<file path="src/rtl/rtb_pkg.sv">
package rtb_pkg;
  localparam int unsigned DEF_WIDTH = 8;
  localparam int unsigned DEF_AW    = 4;
  localparam int unsigned DEF_NREG  = 4;

  typedef enum logic [1:0] {
    REG_A = 2'd0,
    REG_B = 2'd1,
    REG_C = 2'd2,
    REG_D = 2'd3
  } reg_code_e;
endpackage

</file>
<file path="src/rtl/rtb_bus_mux.sv">
module rtb_bus_mux #(
  parameter int unsigned WIDTH = 8,
  parameter int unsigned NSRC  = 4,
  localparam int unsigned SEL_W = (NSRC > 1) ? $clog2(NSRC) : 1
) (
  input  logic [NSRC*WIDTH-1:0] src_flat,
  input  logic [SEL_W-1:0]      sel,
  output logic [WIDTH-1:0]      y
);
  // one NSRC-to-1 selector per bus bit
  for (genvar gb = 0; gb < WIDTH; gb++) begin : g_bit
    logic [NSRC-1:0] column;
    for (genvar gs = 0; gs < NSRC; gs++) begin : g_src
      assign column[gs] = src_flat[gs*WIDTH + gb];
    end
    assign y[gb] = column[sel];
  end
endmodule

</file>
<file path="src/rtl/rtb_dst_decoder.sv">
module rtb_dst_decoder #(
  parameter int unsigned N = 4,
  localparam int unsigned SEL_W = (N > 1) ? $clog2(N) : 1
) (
  input  logic             en,
  input  logic [SEL_W-1:0] sel,
  output logic [N-1:0]     hot
);
  always_comb begin
    hot = '0;
    if (en) hot[sel] = 1'b1;
  end
endmodule

</file>
<file path="src/rtl/rtb_word_mem.sv">
module rtb_word_mem #(
  parameter int unsigned WIDTH = 8,
  parameter int unsigned AW    = 4,
  localparam int unsigned DEPTH = 1 << AW
) (
  input  logic             clk,
  input  logic             we,
  input  logic [AW-1:0]    addr,
  input  logic [WIDTH-1:0] wdata,
  output logic [WIDTH-1:0] rdata
);
  logic [WIDTH-1:0] mem [DEPTH];

  always_ff @(posedge clk) begin
    if (we) mem[addr] <= wdata;
  end

  // combinational read so DR can capture M[AR] in the same edge
  assign rdata = mem[addr];
endmodule

</file>
<file path="src/rtl/rtb_datapath.sv">
module rtb_datapath
  import rtb_pkg::*;
#(
  parameter int unsigned WIDTH = DEF_WIDTH,
  parameter int unsigned AW    = DEF_AW,
  parameter int unsigned NREG  = DEF_NREG,
  localparam int unsigned SEL_W = (NREG > 1) ? $clog2(NREG) : 1
) (
  input  logic                  clk,
  input  logic                  rst,
  input  logic [SEL_W-1:0]      src_sel,
  input  logic [SEL_W-1:0]      dst_sel,
  input  logic                  xfer_en,
  input  logic                  swap_en,
  input  logic                  const_en,
  input  logic [WIDTH-1:0]      const_val,
  input  logic                  dr_to_bus,
  input  logic                  dr_load,
  input  logic                  ar_load,
  input  logic                  mem_rd,
  input  logic                  mem_wr,
  output logic [NREG*WIDTH-1:0] regs_q,
  output logic [AW-1:0]         ar_q,
  output logic [WIDTH-1:0]      dr_q
);
  logic [WIDTH-1:0]      gp_q [NREG];
  logic [NREG*WIDTH-1:0] gp_flat;
  logic [WIDTH-1:0]      reg_bus;
  logic [WIDTH-1:0]      dst_val;
  logic [WIDTH-1:0]      bus_val;
  logic [WIDTH-1:0]      mem_rdata;
  logic [NREG-1:0]       ld_hot;
  logic [NREG-1:0]       sw_hot;
  logic                  swap_ok;
  logic                  rd_ok;
  logic                  wr_ok;

  for (genvar gi = 0; gi < NREG; gi++) begin : g_flat
    assign gp_flat[gi*WIDTH +: WIDTH] = gp_q[gi];
  end
  assign regs_q = gp_flat;

  // bus source from the general registers
  rtb_bus_mux #(.WIDTH(WIDTH), .NSRC(NREG)) u_src_mux (
    .src_flat (gp_flat),
    .sel      (src_sel),
    .y        (reg_bus)
  );

  // second path: destination's old value, used by a swap
  rtb_bus_mux #(.WIDTH(WIDTH), .NSRC(NREG)) u_swap_mux (
    .src_flat (gp_flat),
    .sel      (dst_sel),
    .y        (dst_val)
  );

  always_comb begin
    if (const_en)       bus_val = const_val;
    else if (dr_to_bus) bus_val = dr_q;
    else                bus_val = reg_bus;
  end

  assign swap_ok = xfer_en & swap_en & ~const_en & ~dr_to_bus
                 & (src_sel != dst_sel);

  rtb_dst_decoder #(.N(NREG)) u_dst_dec (
    .en  (xfer_en),
    .sel (dst_sel),
    .hot (ld_hot)
  );

  rtb_dst_decoder #(.N(NREG)) u_swap_dec (
    .en  (swap_ok),
    .sel (src_sel),
    .hot (sw_hot)
  );

  for (genvar gi = 0; gi < NREG; gi++) begin : g_reg
    always_ff @(posedge clk) begin
      if (rst)             gp_q[gi] <= '0;
      else if (ld_hot[gi]) gp_q[gi] <= bus_val;
      else if (sw_hot[gi]) gp_q[gi] <= dst_val;
    end
  end

  assign rd_ok = mem_rd & ~mem_wr;
  assign wr_ok = mem_wr & ~mem_rd;

  always_ff @(posedge clk) begin
    if (rst)          ar_q <= '0;
    else if (ar_load) ar_q <= dr_q[AW-1:0];
  end

  always_ff @(posedge clk) begin
    if (rst)          dr_q <= '0;
    else if (rd_ok)   dr_q <= mem_rdata;
    else if (dr_load) dr_q <= bus_val;
  end

  rtb_word_mem #(.WIDTH(WIDTH), .AW(AW)) u_mem (
    .clk   (clk),
    .we    (wr_ok),
    .addr  (ar_q),
    .wdata (dr_q),
    .rdata (mem_rdata)
  );

  AST_RESET_CLEAR: assert property (@(posedge clk)
    rst |=> (regs_q == '0 && ar_q == '0 && dr_q == '0));
  AST_DEST_LOADS: assert property (@(posedge clk) disable iff (rst)
    xfer_en |=> gp_q[$past(dst_sel)] == $past(bus_val));
  AST_IDLE_HOLD: assert property (@(posedge clk) disable iff (rst)
    !xfer_en |=> regs_q == $past(regs_q));
  AST_SRC_KEPT: assert property (@(posedge clk) disable iff (rst)
    (xfer_en && !swap_en && src_sel != dst_sel)
      |=> gp_q[$past(src_sel)] == $past(gp_q[src_sel]));
  AST_SWAP_BACK: assert property (@(posedge clk) disable iff (rst)
    swap_ok |=> gp_q[$past(src_sel)] == $past(dst_val));
  AST_AR_FROM_DR: assert property (@(posedge clk) disable iff (rst)
    ar_load |=> ar_q == $past(dr_q[AW-1:0]));
  AST_MEM_READ: assert property (@(posedge clk) disable iff (rst)
    rd_ok |=> dr_q == $past(mem_rdata));
  AST_MEM_WRITE: assert property (@(posedge clk) disable iff (rst)
    (wr_ok && !ar_load) |=> mem_rdata == $past(dr_q));
  AST_ILLEGAL_IGNORED: assert property (@(posedge clk) disable iff (rst)
    (mem_rd && mem_wr && !dr_load) |=> $stable(dr_q));
endmodule

</file>
<file path="config.mk">
export PLATFORM = sky130hd
export DESIGN_NAME = rtb_datapath
export DESIGN_NICKNAME = d
export VERILOG_FILES = /design/src/rtl/rtb_pkg.sv /design/src/rtl/rtb_bus_mux.sv /design/src/rtl/rtb_dst_decoder.sv /design/src/rtl/rtb_word_mem.sv /design/src/rtl/rtb_datapath.sv
export SDC_FILE = /design/constraint.sdc
export NUM_CORES = 1
export LEC_CHECK = 0
export BUFFER_PORTS_ARGS = -buffer_cell sky130_fd_sc_hd__buf_2
export CORE_MARGIN = 2
export CORE_UTILIZATION = 65
export CTS_BUF_LIST = sky130_fd_sc_hd__clkbuf_8
export CTS_CLUSTER_SIZE = 12
export DETAILED_ROUTE_END_ITERATION = 12
export PLACE_DENSITY = 0.86
export SYNTH_ARGS = -nofsm -noshare
export SYNTH_HDL_FRONTEND = slang
export SYNTH_SLANG_ARGS = --single-unit
</file>
<file path="constraint.sdc">
create_clock -name clk -period 4.5 [get_ports clk]
set_input_delay 0.45 -clock clk [delete_from_list [all_inputs] [get_ports clk]]
set_output_delay 0.45 -clock clk [all_outputs]
set_load 0.05 [all_outputs]
</file>
==> impl_metrics.yaml, run 1 <==
run_status:
  outcome: "completed"
power_and_ir_drop:
  vdd_drop_max_mv: 0.354
  power.leakage_nw: 2.82
  p_per_area_nw_per_um2: 395
  total_power_mw: 3.31
floorplan:
  die_y_um: 112
  dieArea_um2: 12600
  initial_utilization: 0.665
  num_rows: 39
  die_width_um: 112
  core_um2: 11400
  ports: 66
cts:
  ctsHoldBuffers: 0
  htree_levels: 4
  clock_path_buffers: 2
  cts_num_sinks: 176
  clkSlewWorstSetupHoldPaths_ns: 0.09
  tritoncts: "yes"
  cts-buffers-inserted: 17
  cts_setup_buffers: 0
  ctsResizeCount: 0
  worst_skew_pair.late_latency_ns: 0.45
  clk_root_buffer_cell: "sky130_fd_sc_hd__clkbuf_8"
detailed_routing:
  post_drt_via_cell_ratio: 6.85
  routed-via-count: 4917
  route.final.wire_length_um: 18000
  detailedRoute.firstIterationViolations: 786
  drtPass1Iterations: 6
  wl_per_cell_um: 25.1
  route.detailed.drc: 0
  final_antenna_net_count: 0
sta:
  maxSlewViolCount: 0
  worst_clock_skew_ns: 0.0122
  timing.fmax_ghz: 0.366
  period_minus_slack_ns: 2.74
  rsz0062_at_grt: "false"
  slew_headroom: 0.229
  setup_viol_count_final: 0
  tns_ns: 0
  finalCritPeriodShare: 0.608
  hold_violations: 0
  max_slew.worst_pin.slew_ns: 1.15
logic_synthesis:
  yosysTopAreaCellShare: 0.632
  syn_avg_cell_area_um2: 15.2
  netlist_area_um2: 7600
  ys.warnings.count: 0
  post_synth_num_cell_types: 40
  synth_edf_count: 160
  synth.top_cells.by_area: "sky130_fd_sc_hd__edfxtp_1 (63%), sky130_fd_sc_hd__mux2i_1 (12%), sky130_fd_sc_hd__dfxtp_1 (4.2%), sky130_fd_sc_hd__a22oi_1 (2.9%), sky130_fd_sc_hd__mux4_2 (2.4%)"
  synthesized_nets: 522
  synthArstFlopShare: 0
  most_common_cell_in_the_netlist: "sky130_fd_sc_hd__edfxtp_1"
  synth-main-ff-cell: "sky130_fd_sc_hd__edfxtp_1"
  post_synth_most_frequent_cells: "sky130_fd_sc_hd__edfxtp_1 (160), sky130_fd_sc_hd__mux2i_1 (91), sky130_fd_sc_hd__nand2_1 (42), sky130_fd_sc_hd__a22oi_1 (29)"
  synth-seq-cells: 176
  synth_cells: 500
  ys_seq_area_frac: 0.675
  post-synth-top-area-cell: "sky130_fd_sc_hd__edfxtp_1"
finish:
  num-fill-cells: 705
  antenna-diode-count: 0
  finish.instance_area_um2: 8390
  synthToLayoutAreaGrowth_pct: 10.4
  post_route_cells_drive_above_1_share: 0.203
  final_standard_cell_utilization_of_the_core: 0.735
  final_nets: 584
  layout.cells.non_filler: 718
placement:
  detailed_place_hpwl_um: 11900
  post_dp_cell_area_um2: 7990
  numPlacedInstances: 686
  finalWeightedCongestion: 0.923
  place.port_buffers: 65
worst_hold_path:
  worst_hold_path_type: "in -> reg"
  worst_hold_startpoint: "rst"
  holdPathStages: 2
global_route:
  grt.overflow.total: 0
  grt_pass1_wl_um: 27000
  largest_net_degree_at_the_start_of_global_routing: 35
  grt_util_all_layers: 0.289
  grt_pass1_vias: 4703
  antenna_violations_before_repair: 0
worst_setup_path:
  path_class: "reg -> reg"
  end_kind: "flip-flop"
  crit_fanout: 34
  crit_path_start_kind: "flip-flop"
  timing.critical_path.arrival_ns: 3.05
  worst-r2r-cell-count: 4
  worst-endpoint-required_ns: 4.81
job:
  drv_cap: 0
-- cell type report --
type,instances,area (µm²),area share
flip-flops and latches,176,5130,0.611
multi-input cells,290,2300,0.274
clock inverters,13,138,0.0164
inverters,8,30.0,0.00358
well taps,143,179,0.0213
clock buffers,19,262,0.0312
repair buffers,69,355,0.0424
-- registers in the layout (all words and copies together) (netlist names), named ones only --
name and cells:
ar_q 4, dr_q 8, gp_q 32, u_mem.mem 128
-- cells in the final DEF, fill, tap and decap left out, drive strengths merged, types with 13 or more instances in the layout --
cell type and n:
inv 13, nand2 42, clkbuf 19, dfxtp 16, a22oi 29, edfxtp 160
nor2 21, buf 69, o21ai 21, mux2i 91
-- where the power goes --
group          switching, mW  total [mW]  leakage, nW  internal (mW)
combinational          0.227       0.321        0.974         0.0935
sequential            0.0658        1.90         1.64           1.83
clock                  0.568        1.09        0.203          0.525
-- cells by family after synthesis --
| family | Yosys count | synth area share |
|---|---|---|
| flip-flops | 176 | 0.675 |
| multiplexers | 99 | 0.144 |
| AND/OR/NAND/NOR | 98 | 0.0703 |
| AO/OA/AOI/OAI | 93 | 0.0886 |
| buffers and inverters | 34 | 0.0229 |
-- routing by layer --
layer  part of all wire  up-vias  track usage
met1               0.37     2403        0.396
met2               0.51      368        0.466
met5                  0        -            0
met4              0.018        0       0.0870
met3               0.10       34       0.0724
li1                   -     2112            -
-- worst max-delay path, stage by stage (launching register included) --
cell and delay (ns):
sky130_fd_sc_hd__dfxtp_2 1.00, sky130_fd_sc_hd__nor2b_1 0.99, sky130_fd_sc_hd__a22oi_1 0.21, sky130_fd_sc_hd__a32oi_1 0.27, sky130_fd_sc_hd__o211ai_1 0.12
-- through the flow --
| stage | hold WS (ns) | setup WS, ns |
|---|---|---|
| 3_5_place_dp | 0.573 | 1.84 |
| 3_3_place_gp | 0.568 | 1.95 |
| 4_1_cts | 0.407 | 1.83 |
| 2_1_floorplan | 0.596 | 2.31 |
| 6_report | 0.425 | 1.76 |
| 5_1_grt | 0.439 | 1.55 |
-- path summary, 6_finish.rpt --
path / end / slack [ns]
max: dr_q[1] / 1.76
min: flip-flop / 0.42
max reg2reg: dr_q[1] / 1.76
min reg2reg: u_mem.mem[8][3] / 0.59
Note: power is estimated with default switching activity, not from simulation.
==> inputs of run 2 (changes only) <==
--- a/config.mk
+++ b/config.mk
@@ -7,11 +7,11 @@
 export LEC_CHECK = 0
 export BUFFER_PORTS_ARGS = -buffer_cell sky130_fd_sc_hd__buf_2
 export CORE_MARGIN = 2
-export CORE_UTILIZATION = 65
+export CORE_UTILIZATION = 62
 export CTS_BUF_LIST = sky130_fd_sc_hd__clkbuf_8
 export CTS_CLUSTER_SIZE = 12
 export DETAILED_ROUTE_END_ITERATION = 12
-export PLACE_DENSITY = 0.86
+export PLACE_DENSITY = 0.82
 export SYNTH_ARGS = -nofsm -noshare
 export SYNTH_HDL_FRONTEND = slang
 export SYNTH_SLANG_ARGS = --single-unit
==> constraint.sdc (replaced) <==
create_clock -name clk -period 2.7 [get_ports clk]
set_input_delay 0.27 -clock clk [delete_from_list [all_inputs] [get_ports clk]]
set_output_delay 0.27 -clock clk [all_outputs]
set_load 0.05 [all_outputs]
==> impl_metrics.yaml, run 2 (synthesized netlist as in run 1, its figures left out) <==
sta:
  worst_hold_slack_ns: 0.196
  slew_headroom: 0.426
  timing.fmax_ghz: 0.518
  max_slew.worst_pin.slew_ns: 0.858
  tns_ns: 0
  rsz0062_at_grt: "false"
  finalCritPeriodShare: 0.715
  worst_slack_ns: 0.769
  worst_clock_skew_ns: 0.0115
  maxSlewViolCount: 0
  period_minus_slack_ns: 1.93
  hold_violations: 0
  setup_viol_count_final: 0
finish:
  final_cell_mix: "sky130_fd_sc_hd__edfxtp_1 (160), sky130_fd_sc_hd__mux2i_1 (91), sky130_fd_sc_hd__buf_2 (65)"
  largest_reg_flops: 128
  layout_commonest_cell: "sky130_fd_sc_hd__edfxtp_1"
  layout.cells.non_filler: 744
  registers.top_by_ff_count: "u_mem.mem"
  post_route_cells_drive_above_1_share: 0.233
  antenna-diode-count: 0
  finish.instance_area_um2: 8560
  synthToLayoutAreaGrowth_pct: 12.7
  final_standard_cell_utilization_of_the_core: 0.716
  num-fill-cells: 730
  final_nets: 606
  reg_top3: "u_mem.mem: 128 flops, gp_q: 32 flops, dr_q: 8 flops"
floorplan:
  ports: 66
  die_width_um: 115
  dieArea_um2: 13200
  core_um2: 12000
  initial_utilization: 0.635
  num_rows: 40
  die_y_um: 115
global_route:
  grt_pass1_wl_um: 26200
  grt_util_all_layers: 0.277
  grt_pass1_vias: 4666
  antenna_violations_before_repair: 0
  largest_net_degree_at_the_start_of_global_routing: 20
  grt.overflow.total: 0
worst_setup_path:
  crit_path_start_kind: "flip-flop"
  critical-path-slowest-cell: "sky130_fd_sc_hd__dfxtp_1"
  crit_fanout: 19
  crit_path_cell_chain: "buf_2"
  worstPathBufferInverterCount: 1
  timing.critical_path.arrival_ns: 1.66
  path_class: "reg -> out"
  critical-path-max-stage-delay_ns: 0.81
  cpLargestDelayFamily: "flip-flops"
  worst-endpoint-required_ns: 2.43
  end_kind: "primary output"
placement:
  post_dp_cell_area_um2: 8160
  detailed_place_hpwl_um: 11700
  preCtsSetupSlack_ns: 0.477
  finalWeightedCongestion: 0.887
  place.port_buffers: 65
  numPlacedInstances: 712
run_status:
  outcome: "completed"
detailed_routing:
  routed-via-count: 4796
  final_antenna_net_count: 0
  detailedRoute.firstIterationViolations: 508
  drtPass1Iterations: 5
  post_drt_via_cell_ratio: 6.45
  route.detailed.drc: 0
  wl_per_cell_um: 23.2
  route.final.wire_length_um: 17300
cts:
  clk_root_buffer_cell: "sky130_fd_sc_hd__clkbuf_8"
  cts_setup_buffers: 0
  cts_num_sinks: 176
  clock_path_buffers: 2
  cts-buffers-inserted: 17
  clkSlewWorstSetupHoldPaths_ns: 0.09
  htree_levels: 4
  tritoncts: "yes"
  ctsHoldBuffers: 0
  worst_skew_pair.late_latency_ns: 0.46
  ctsResizeCount: 0
job:
  drv_cap: 0
worst_hold_path:
  worst_hold_path_type: "in -> reg"
power_and_ir_drop:
  power.leakage_nw: 2.94
  p_per_area_nw_per_um2: 647
  total_power_mw: 5.54
  vdd_drop_max_mv: 0.572
run 2: cell type report:
| cell class | instances | area, µm² | area share |
|---|---|---|---|
| sequential | 176 | 5130 | 0.599 |
| inverter | 8 | 30.0 | 0.00351 |
| timing repair buffer | 91 | 520 | 0.0608 |
| clock inverter | 15 | 166 | 0.0194 |
| tap | 147 | 184 | 0.0215 |
| multi-input combinational | 290 | 2300 | 0.268 |
| clock buffer | 17 | 234 | 0.0273 |
run 2: path summary, 6_finish.rpt:
kind                          end    start  depth (start not counted)  slack (ns)
setup / recovery          dr_q[6]  dr_q[6]                          1        0.77
hold / removal          flip-flop  ar_load                          3        0.20
setup reg to reg  u_mem.mem[9][0]  ar_q[0]                          2        0.77
hold reg to reg         flip-flop  ar_q[0]                          2        0.61
run 2: metal layers:
metal / track usage / vias to the layer above / share of wire
met3: 0.0519 / 26 / 0.073
met1: 0.381 / 2377 / 0.40
li1: - / 2152 / -
met2: 0.445 / 241 / 0.50
met4: 0.104 / 0 / 0.020
met5: 0 / - / 0
run 2: power by group:
part | leakage (nW) | switching [mW] | internal (mW) | total (mW)
registers | 1.64 | 0.0661 | 3.05 | 3.12
clock network | 0.206 | 0.922 | 0.908 | 1.83
logic | 1.09 | 0.418 | 0.172 | 0.590
==> inputs of run 3 (changes only) <==
--- a/config.mk
+++ b/config.mk
@@ -7,11 +7,11 @@
 export LEC_CHECK = 0
 export BUFFER_PORTS_ARGS = -buffer_cell sky130_fd_sc_hd__buf_2
 export CORE_MARGIN = 2
-export CORE_UTILIZATION = 62
+export CORE_UTILIZATION = 56
 export CTS_BUF_LIST = sky130_fd_sc_hd__clkbuf_8
 export CTS_CLUSTER_SIZE = 12
 export DETAILED_ROUTE_END_ITERATION = 12
-export PLACE_DENSITY = 0.82
+export PLACE_DENSITY = 0.79
 export SYNTH_ARGS = -nofsm -noshare
 export SYNTH_HDL_FRONTEND = slang
 export SYNTH_SLANG_ARGS = --single-unit
==> constraint.sdc (replaced) <==
create_clock -name clk -period 1.73 [get_ports clk]
set_input_delay 0.173 -clock clk [delete_from_list [all_inputs] [get_ports clk]]
set_output_delay 0.173 -clock clk [all_outputs]
set_load 0.05 [all_outputs]
==> impl_metrics.yaml, run 3 (synthesized netlist as in run 1, its figures left out) <==
finish:
  seq_area_um2: 5130
  final_nets: 635
  antenna-diode-count: 0
  synthToLayoutAreaGrowth_pct: 16.7
  post_route_cells_drive_above_1_share: 0.281
  registers.top_by_ff_count: "u_mem.mem"
  reg_top3: "u_mem.mem: 128 flops, gp_q: 32 flops, dr_q: 8 flops"
  layout_commonest_cell: "sky130_fd_sc_hd__edfxtp_1"
  num-fill-cells: 960
  final_cell_mix: "sky130_fd_sc_hd__edfxtp_1 (160), sky130_fd_sc_hd__mux2i_1 (91), sky130_fd_sc_hd__buf_2 (65)"
  largest_reg_flops: 128
  layout.cells.non_filler: 802
  multi_input_comb_area_um2: 2330
  final_standard_cell_utilization_of_the_core: 0.669
global_route:
  largest_net_degree_at_the_start_of_global_routing: 21
  antenna_violations_before_repair: 0
  grt.overflow.total: 0
  grt_pass1_wl_um: 27600
  grt_pass1_vias: 4891
  grt_util_all_layers: 0.260
worst_setup_path:
  worstReg2RegStart: "ar_q[1]"
  reg2reg_setup_slack_ns: 0.09
  critical-path-max-stage-delay_ns: 0.55
  end_kind: "flip-flop"
  worst_r2r_endpoint: "u_mem.mem[9][3]"
  crit_path_cell_chain: "or3b_2 > nor2_2"
  timing.critical_path.arrival_ns: 1.77
  path_class: "reg -> reg"
  critical-path-slowest-cell: "sky130_fd_sc_hd__or3b_2"
  worst-r2r-cell-count: 2
  endpoint: "u_mem.mem[9][3]"
  startpoint: "ar_q[1]"
  worst-endpoint-required_ns: 1.86
  crit_fanout: 8
  crit_path_start_kind: "flip-flop"
placement:
  place.port_buffers: 65
  finalWeightedCongestion: 0.880
  numPlacedInstances: 770
  detailed_place_hpwl_um: 12400
power_and_ir_drop:
  p_per_area_nw_per_um2: 951
  vdd_drop_max_mv: 0.684
  total_power_mw: 8.42
  power.leakage_nw: 3.09
cts:
  cts_setup_buffers: 0
  cts-buffers-inserted: 17
  clk_root_buffer_cell: "sky130_fd_sc_hd__clkbuf_8"
  clock_path_buffers: 2
  ctsHoldBuffers: 0
  ctsResizeCount: 0
  tritoncts: "yes"
  htree_levels: 4
  worst_skew_pair.late_latency_ns: 0.47
  clkSlewWorstSetupHoldPaths_ns: 0.09
  cts_num_sinks: 176
sta:
  timing.fmax_ghz: 0.608
  period_minus_slack_ns: 1.64
  max_slew.worst_pin.slew_ns: 0.510
  tns_ns: 0
  worst_hold_slack_ns: 0.0924
  maxSlewViolCount: 0
  slew_headroom: 0.660
  setup_viol_count_final: 0
  finalCritPeriodShare: 0.950
  worst_clock_skew_ns: 0.0133
  rsz0062_at_grt: "false"
  hold_violations: 0
job:
  drv_cap: 0
floorplan:
  die_width_um: 120
  core_um2: 13200
  die_y_um: 120
  num_rows: 42
  ports: 66
  initial_utilization: 0.574
  dieArea_um2: 14500
detailed_routing:
  detailedRoute.firstIterationViolations: 478
  drtPass1Iterations: 6
  routed-via-count: 4970
  route.final.wire_length_um: 18000
  route.detailed.drc: 0
  post_drt_via_cell_ratio: 6.20
  wl_per_cell_um: 22.4
  final_antenna_net_count: 0
run_status:
  outcome: "completed"
worst_hold_path:
  worst_hold_path_type: "in -> reg"
==> run 3: cell count changes in the layout (fill, tap and decap cells not counted), moves of 2 or more <==
cell / change
sky130_fd_sc_hd__nor3_1: -4
sky130_fd_sc_hd__dfxtp_2: +2
sky130_fd_sc_hd__bufinv_16: -2
sky130_fd_sc_hd__nor2_2: +4
sky130_fd_sc_hd__buf_12: +5
sky130_fd_sc_hd__nor3_2: +4
sky130_fd_sc_hd__nor2_1: -4
sky130_fd_sc_hd__clkinv_1: +2
sky130_fd_sc_hd__dfxtp_1: -2
sky130_fd_sc_hd__clkinv_2: -2
sky130_fd_sc_hd__inv_6: +2
sky130_fd_sc_hd__buf_4: +24
==> run 3: layout make-up <==
class	count	area share
clock buffers	17	0.0264
clock inverters	15	0.0134
inverters	8	0.00339
multi-input cells	290	0.263
flip-flops and latches	176	0.579
well taps	176	0.0248
repair buffers	120	0.0904
==> run 3: stage by stage <==
stage          area (µm²)  worst slack (ns)
2_1_floorplan        7630            -0.108
3_3_place_gp         8510           -0.0260
3_5_place_dp         8510           -0.0539
4_1_cts              8860            0.0899
5_1_grt              8860            0.0311
6_report             8860            0.0865
==> run 3: worst min-delay path by stage <==
stage	start	endpoint	slack, ns	cells past startpoint
floorplan	const_val[0]	dr_q[0]	0.47	2
global placement	ar_load	ar_q[3]	0.54	3
detailed placement	ar_q[0]	flip-flop	0.56	2
CTS	ar_load	flip-flop	0.07	3
global route	ar_load	ar_q[3]	0.11	3
finish	ar_load	flip-flop	0.09	3
==> run 3: routing by layer <==
| metal | global-route usage | vias to the layer above | share of wire |
|---|---|---|---|
| met1 | 0.346 | 2479 | 0.39 |
| met5 | 0 | - | 0 |
| met3 | 0.0476 | 41 | 0.069 |
| met4 | 0.101 | 0 | 0.027 |
| met2 | 0.427 | 239 | 0.51 |
| li1 | - | 2211 | - |
==> run 3: power by group <==
| part | leakage [nW] | total [mW] | switching (mW) | internal, mW |
|---|---|---|---|---|
| clock | 0.180 | 2.56 | 1.44 | 1.12 |
| combinational | 1.27 | 1.02 | 0.701 | 0.320 |
| sequential | 1.64 | 4.84 | 0.0733 | 4.77 |
==> run 3: critical path, delay by kind of cell, from the launching register on <==
family,cells,cell delay (ns)
flops,1,0.36
simple gates,2,0.93
